--- config.mk ---
export PLATFORM = sky130hd
export DESIGN_NAME = gpio_out_bank
export DESIGN_NICKNAME = d
export VERILOG_FILES = /design/src/rtl/gpio_bank_pkg.sv /design/src/rtl/gpio_masked_reg.sv /design/src/rtl/gpio_mode_reg.sv /design/src/rtl/gpio_pin_drive.sv /design/src/rtl/gpio_out_bank.sv
export SDC_FILE = /design/constraint.sdc
export NUM_CORES = 1
export LEC_CHECK = 0
export BUFFER_PORTS_ARGS = -buffer_cell sky130_fd_sc_hd__buf_2
export CAP_MARGIN = 5
export CORE_AREA = 2 2 62 64
export CTS_CLUSTER_SIZE = 24
export DETAILED_ROUTE_END_ITERATION = 16
export DIE_AREA = 0 0 64 66
export GPL_TIMING_DRIVEN = 0
export HOLD_SLACK_MARGIN = 0.06
export PLACE_DENSITY = 0.82
export SYNTH_ARGS = -nofsm -noshare
export SYNTH_HDL_FRONTEND = slang
export SYNTH_HIERARCHICAL = 1
export SYNTH_SLANG_ARGS = --single-unit
--- constraint.sdc ---
create_clock -name clk -period 3 [get_ports clk]
set_clock_uncertainty 0.1 [all_clocks]
set_input_delay 0.3 -clock clk [delete_from_list [all_inputs] [get_ports clk]]
set_output_delay 0.3 -clock clk [all_outputs]
set_load 0.005 [all_outputs]
--- src/rtl/gpio_bank_pkg.sv ---
package gpio_bank_pkg;
    // Register offsets decoded by the bank
    localparam int OFS_LATCH  = 'h72;
    localparam int OFS_ENABLE = 'h76;
    localparam int OFS_MODE   = 'h82;

    typedef enum logic [1:0] {
        PMODE_INPUT  = 2'b00,
        PMODE_OUTPUT = 2'b01,
        PMODE_ALT_A  = 2'b10,
        PMODE_ALT_B  = 2'b11
    } pin_mode_e;
endpackage

--- src/rtl/gpio_masked_reg.sv ---
module gpio_masked_reg #(
    parameter int NPIN = 8,
    localparam int WW  = 2 * NPIN
) (
    input  logic            clk,
    input  logic            rst_n,
    input  logic            wr_en,
    input  logic [WW-1:0]   wdata,
    output logic [NPIN-1:0] val
);
    typedef struct packed {
        logic [NPIN-1:0] bits;
    } mreg_state_t;

    mreg_state_t st_d, st_q;
    logic [NPIN-1:0] wr_mask;
    logic [NPIN-1:0] wr_bits;

    assign wr_mask = wdata[WW-1:NPIN];
    assign wr_bits = wdata[NPIN-1:0];

    always_comb begin
        st_d = st_q;
        if (wr_en) begin
            st_d.bits = (st_q.bits & ~wr_mask) | (wr_bits & wr_mask);
        end
    end

    always_ff @(posedge clk or negedge rst_n) begin
        if (!rst_n) st_q <= '0;
        else        st_q <= st_d;
    end

    assign val = st_q.bits;

    // selected bits take the written value
    assert_masked_set_R1: assert property (@(posedge clk) disable iff (!rst_n)
        $past(wr_en) |-> (((val ^ $past(wdata[NPIN-1:0])) & $past(wdata[WW-1:NPIN])) == '0));
    // unselected bits hold their value
    assert_masked_hold_R2: assert property (@(posedge clk) disable iff (!rst_n)
        $past(wr_en) |-> (((val ^ $past(val)) & ~$past(wdata[WW-1:NPIN])) == '0));
    // no strobe, no change
    assert_idle_stable_R8: assert property (@(posedge clk) disable iff (!rst_n)
        !$past(wr_en) |-> $stable(val));
endmodule

--- src/rtl/gpio_mode_reg.sv ---
module gpio_mode_reg #(
    parameter int NPIN = 8,
    localparam int MW  = 2 * NPIN
) (
    input  logic          clk,
    input  logic          rst_n,
    input  logic          wr_en,
    input  logic [MW-1:0] wdata,
    output logic [MW-1:0] modes
);
    typedef struct packed {
        logic [MW-1:0] fields;
    } mode_state_t;

    mode_state_t st_d, st_q;

    always_comb begin
        st_d = st_q;
        if (wr_en) st_d.fields = wdata;
    end

    always_ff @(posedge clk or negedge rst_n) begin
        if (!rst_n) st_q <= '0;
        else        st_q <= st_d;
    end

    assign modes = st_q.fields;

    // whole-word replacement
    assert_mode_load_R5: assert property (@(posedge clk) disable iff (!rst_n)
        $past(wr_en) |-> (modes == $past(wdata)));
    assert_mode_hold_R8: assert property (@(posedge clk) disable iff (!rst_n)
        !$past(wr_en) |-> $stable(modes));
endmodule

--- src/rtl/gpio_pin_drive.sv ---
module gpio_pin_drive
    import gpio_bank_pkg::*;
(
    input  logic       latch,
    input  logic       enable,
    input  logic [1:0] mode,
    output logic       pad_out,
    output logic       pad_oe
);
    logic drive;

    always_comb begin
        drive   = enable && (pin_mode_e'(mode) == PMODE_OUTPUT);
        pad_oe  = drive;
        pad_out = drive & latch;
    end
endmodule

--- src/rtl/gpio_out_bank.sv ---
module gpio_out_bank
    import gpio_bank_pkg::*;
#(
    parameter int NPIN = 8,
    parameter int AW   = 8,
    localparam int WW  = 2 * NPIN
) (
    input  logic            clk,
    input  logic            rst_n,
    input  logic [AW-1:0]   reg_addr,
    input  logic            reg_wr,
    input  logic [WW-1:0]   reg_wdata,
    output logic [WW-1:0]   reg_rdata,
    output logic [NPIN-1:0] pin_out,
    output logic [NPIN-1:0] pin_oe
);
    localparam logic [AW-1:0] A_LATCH  = AW'(OFS_LATCH);
    localparam logic [AW-1:0] A_ENABLE = AW'(OFS_ENABLE);
    localparam logic [AW-1:0] A_MODE   = AW'(OFS_MODE);

    logic            sel_latch, sel_enable, sel_mode;
    logic [NPIN-1:0] latch_q, enable_q;
    logic [WW-1:0]   mode_q;

    assign sel_latch  = (reg_addr == A_LATCH);
    assign sel_enable = (reg_addr == A_ENABLE);
    assign sel_mode   = (reg_addr == A_MODE);

    gpio_masked_reg #(.NPIN(NPIN)) u_latch (
        .clk(clk), .rst_n(rst_n), .wr_en(reg_wr && sel_latch),
        .wdata(reg_wdata), .val(latch_q)
    );

    gpio_masked_reg #(.NPIN(NPIN)) u_enable (
        .clk(clk), .rst_n(rst_n), .wr_en(reg_wr && sel_enable),
        .wdata(reg_wdata), .val(enable_q)
    );

    gpio_mode_reg #(.NPIN(NPIN)) u_mode (
        .clk(clk), .rst_n(rst_n), .wr_en(reg_wr && sel_mode),
        .wdata(reg_wdata), .modes(mode_q)
    );

    for (genvar k = 0; k < NPIN; k++) begin : g_pin
        gpio_pin_drive u_drv (
            .latch(latch_q[k]), .enable(enable_q[k]), .mode(mode_q[2*k +: 2]),
            .pad_out(pin_out[k]), .pad_oe(pin_oe[k])
        );

        assert_oe_needs_mode_R6: assert property (@(posedge clk) disable iff (!rst_n)
            pin_oe[k] |-> (enable_q[k] && mode_q[2*k +: 2] == 2'b01));
        assert_quiet_when_off_R7: assert property (@(posedge clk) disable iff (!rst_n)
            !pin_oe[k] |-> !pin_out[k]);
    end

    always_comb begin
        reg_rdata = '0;
        if (sel_latch)       reg_rdata = {{NPIN{1'b0}}, latch_q};
        else if (sel_enable) reg_rdata = {{NPIN{1'b0}}, enable_q};
        else if (sel_mode)   reg_rdata = mode_q;
    end

    assert_upper_zero_R4: assert property (@(posedge clk) disable iff (!rst_n)
        (sel_latch || sel_enable) |-> (reg_rdata[WW-1:NPIN] == '0));
endmodule

# Yosys cells after proc, flatten, opt, wreduce, memory -nomap -nowiden
# Index checks and enable logic that the tools add are counted.
# W data, S select, Z words.
# totals
output_inout_bits,32
input_bits,27
register_bits,32
# classes
n_mux,3
bitwise_logic,14
reduce_logical,11
eq_ne,11
# ops
operator,count
$mux W16,3
$and A8 B8 Y8,3
$eq A2 B1 Y1 const B,8
$eq A8 B7 Y1 const B,2
$or A8 B8 Y8,2
$logic_and A1 B1 Y1,11
$and A1 B1 Y1,8
$eq A8 B8 Y1 const B,1
$not A8 Y8,1

# Logic depth before layout (Yosys ltp)
# logic_depth
ltp_word,4
ltp_mapped,8
depth_no_buf,4

# Cells and area by module
# The synthesis kept the hierarchy.
# modules_own_cells
mod,n_inst,cells_per_inst,area_per_inst_um2
gpio_masked_reg,2,25,361.6
gpio_mode_reg,1,34,649.4
gpio_out_bank,1,45,326.6
gpio_pin_drive,8,2,20.0

# Worst setup path after synthesis
# No wires, ideal clock.
# synth_path
kind,input -> register
startpoint,input port reg_addr[0]
endpoint,"register u_mode.st_q, in the netlist u_mode/modes[10]"
n_path_buf,4
setup_slack_ps,576
cell_stages,8
arrival_time_ps,2199
t_required_ps,2775
setup_ps,125
path_cell_list,or4b_1 -> buf_6 -> nor4_4 -> buf_6 -> and2_2 -> buf_6 -> buf_12 -> mux2_4
# synth_between
elab_chain_cells,2
# synth_rtl
element,line,source
from (decl),gpio_out_bank.sv:10,"input logic [AW-1:0] reg_addr,"
$eq A8 B8 Y1,gpio_out_bank.sv:27,assign sel_mode = (reg_addr == A_MODE);
$logic_and A1 B1 Y1,gpio_out_bank.sv:40,".clk(clk), .rst_n(rst_n), .wr_en(reg_wr && sel_mode),"
to (signal assigned),gpio_mode_reg.sv:24,else st_q <= st_d;
to (decl),gpio_mode_reg.sv:15,"mode_state_t st_d, st_q;"
# No other way between the ends.
# A chain may end at the register's enable or synchronous reset.

# Worst setup path after layout
# layout_path
startpoint,input port reg_addr[0]
endpoint,output port reg_rdata[7]
# layout_between
elab_chain_cells,4
word_cells_on_any_way,6
# layout_rtl
element,line,source
$eq A8 B8 Y1,gpio_out_bank.sv:27,
$mux W16,gpio_out_bank.sv:60,else if (sel_mode) reg_rdata = mode_q;
$mux W16,gpio_out_bank.sv:59,"else if (sel_enable) reg_rdata = {{NPIN{1'b0}}, enable_q};"
$mux W16 (*),gpio_out_bank.sv:58,"if (sel_latch) reg_rdata = {{NPIN{1'b0}}, latch_q};"
to (decl),gpio_out_bank.sv:13,"output logic [WW-1:0] reg_rdata,"
# Mark *: on every way between the ends. The rest lies on a longest branch, timed or not.

==> results.cfg <==
[run_status]
status = complete, no violations

[power_and_ir_drop]
p_leak_uw = 0.00123
peakVddDrop_uv = 241
p_per_area_nw_per_um2 = 344

[detailed_routing]
drc = 0
drt-pass1-iter-count = 4
first_iter_violations = 45
dr_total_vias = 1411
detail_route.wirelength_um = 4380
viasPerCell = 5.43
avgRoutedWirePerCell_um = 16.8
antenna_left = 0

[logic_synthesis]
syn_nets = 172
syn_inst = 145
synth_top_area_cell = dfrtp_1
yosysWarnings = 6
syn_area_um2 = 1860
ys_types = 20
synth_top_area_share_pct = 43.1
yosys-top-cells-area = dfrtp_1 43%, mux2_4 21%, a221o_2 4.8%, and3b_2 4.3%, and4b_1 4.3%
synth_seq_cells = 32
yosysSeqAreaShare_pct = 43.1
syn_avg_cell_area_um2 = 12.8

[place]
dp_slack_ns = 0.129
dp_hpwl_um = 3100
port_buffers = 58
placedInstanceArea_um2 = 2210
gp_congestion = 0.766

[worst_setup_path]
worstSetupPathType = in2out
endpoint_kind = primary output
cp_data_required_time_ns = 2.60
start_kind = input pin
arrival_ns = 2.15
critPathMaxFanout = 10

[timing]
relSlewSlack_pct = 48.6
fin_crit_sh_pct = 85.0
period_needed_ns = 2.55
max_freq_mhz = 392
rsz0062_at_grt = no
worst_pin_slew_ns = 0.769
setup_viol = 0
layout_setup_ws_ns = 0.449
report.final.hold_viol_count = 0
report.final.slew_viol_count = 0
tns_ns = 0

[cts]
clk_latency_ns = 0.31
cts_tree = built
cts_root_buf = clkbuf_4
path_clk_slew_ns = 0.10
numCtsBuffers = 5
numClockSinks = 32
clock_tree.buffer_depth = 2
post_cts_buffers = 0
cts_max_level = 2

[final_layout]
diodes = 0
finalInstanceArea_um2 = 2280
multi_input_area_um2 = 945
drive_above_1_share_pct = 59.4
nets = 238
fin_util_pct = 64.2
layout_common_cells = 58 x buf_2, 32 x dfrtp_1, 26 x mux2_4, 16 x nand2_1, 10 x nor3_1
layout_commonest_cell = buf_2
area_delta_synth_final_pct = 22.5
n_fill_cell = 287
regArea_um2 = 801

[global_route]
grt_remaining_overflow = 0
grtUsageTotal_pct = 21.9
antenna_found_initial = 0
grt_pass1_wl_um = 6960
first_global_vias = 1406
grt_max_degree = 33

[die]
die_w_um = 64
core_um2 = 3550
dieArea_um2 = 4220
die-height_um = 66
fp-row-count = 22
io_pins = 59
start_util_pct = 52.4

[worst_hold_path]
min_path_type = in2reg

[job]
cap_violations = 0
[synthesized netlist by cell type]
| cell | count |
|---|---|
| clkbuf_1 | 1 |
| buf_12 | 1 |
| nand2b_1 | 1 |
| and2_1 | 3 |
| nor4_4 | 1 |
| mux2_4 | 26 |
| and4b_1 | 8 |
| dfrtp_1 | 32 |
| mux2_2 | 6 |
| buf_6 | 5 |
| and3b_2 | 8 |
| inv_1 | 9 |
| nor2_1 | 1 |
| nand4b_1 | 1 |
| a221o_2 | 8 |
| nand2_1 | 16 |
| nor3_1 | 10 |
| and2_2 | 6 |
| or4b_1 | 1 |
| or4bb_2 | 1 |
[worst paths after layout]
path                                 start               to  slack, ns  cells past startpoint
setup / recovery               reg_addr[0]     reg_rdata[7]       0.45                      7
hold / removal                reg_wdata[4]  u_mode/modes[4]       0.14                      2
setup reg to reg           u_mode/modes[5]  u_mode/modes[5]       2.09                      1
hold reg to reg                   register         register       0.44                      1
max in group asynchronous            rst_n        async pin       1.86                      2
min in group asynchronous            rst_n  u_mode/modes[4]       0.46                      2
[routing by layer]
layer | vias to the layer above | wire length (um) | global-route usage (%) | part of all wire [%]
met2 | 51 | 2030 | 35.9 | 46
li1 | 654 | - | - | -
met5 | - | 0 | 0 | 0
met3 | 2 | 255 | 4.09 | 5.8
met1 | 704 | 2080 | 29.7 | 48
met4 | 0 | 10 | 5.71 | 0.23
[where the power goes]
part,switching (uW),internal (uW)
registers,15.4,447
clock network,136,116
logic,31.1,38.2
[per-stage QoR]
| stage | hold slack [ns] | std cells | power, uW |
|---|---|---|---|
| floorplan | -0.0956 | 145 | 497 |
| global placement | 0.285 | 251 | 537 |
| detailed placement | 0.294 | 251 | 539 |
| CTS | 0.118 | 260 | 797 |
| global route | 0.124 | 260 | 824 |
| finish | 0.140 | 260 | 784 |
[cell type report]
type                    count  area share [%]
multi-input cells          97            41.5
flip-flops and latches     32            35.1
repair buffers             59            13.2
plain buffers               7            3.51
well taps                  48            2.64
clock buffers               8            2.58
inverters                   9            1.48
[cells by family after synthesis]
| family | count (synthesis) | share of synthesized area (%) |
|---|---|---|
| DFF | 32 | 43.1 |
| muxes | 32 | 24.6 |
| AOI/OAI and AO/OA | 8 | 4.85 |
| and+or+nand+nor | 57 | 21.3 |
| buffers and inverters | 16 | 6.12 |
[critical path, cell delays in order]
cell,delay (ns)
buf_2,0.10
or4b_1,0.53
buf_6,0.17
nor4_4,0.56
buf_6,0.23
a221o_2,0.16
buf_2,0.11
[repair_timing]
item	CTS	global route
hold endpoints to repair	32	0
resized for setup	0	0
hold buffers	1	0
No activity file was read; power rests on OpenSTA's default activity.
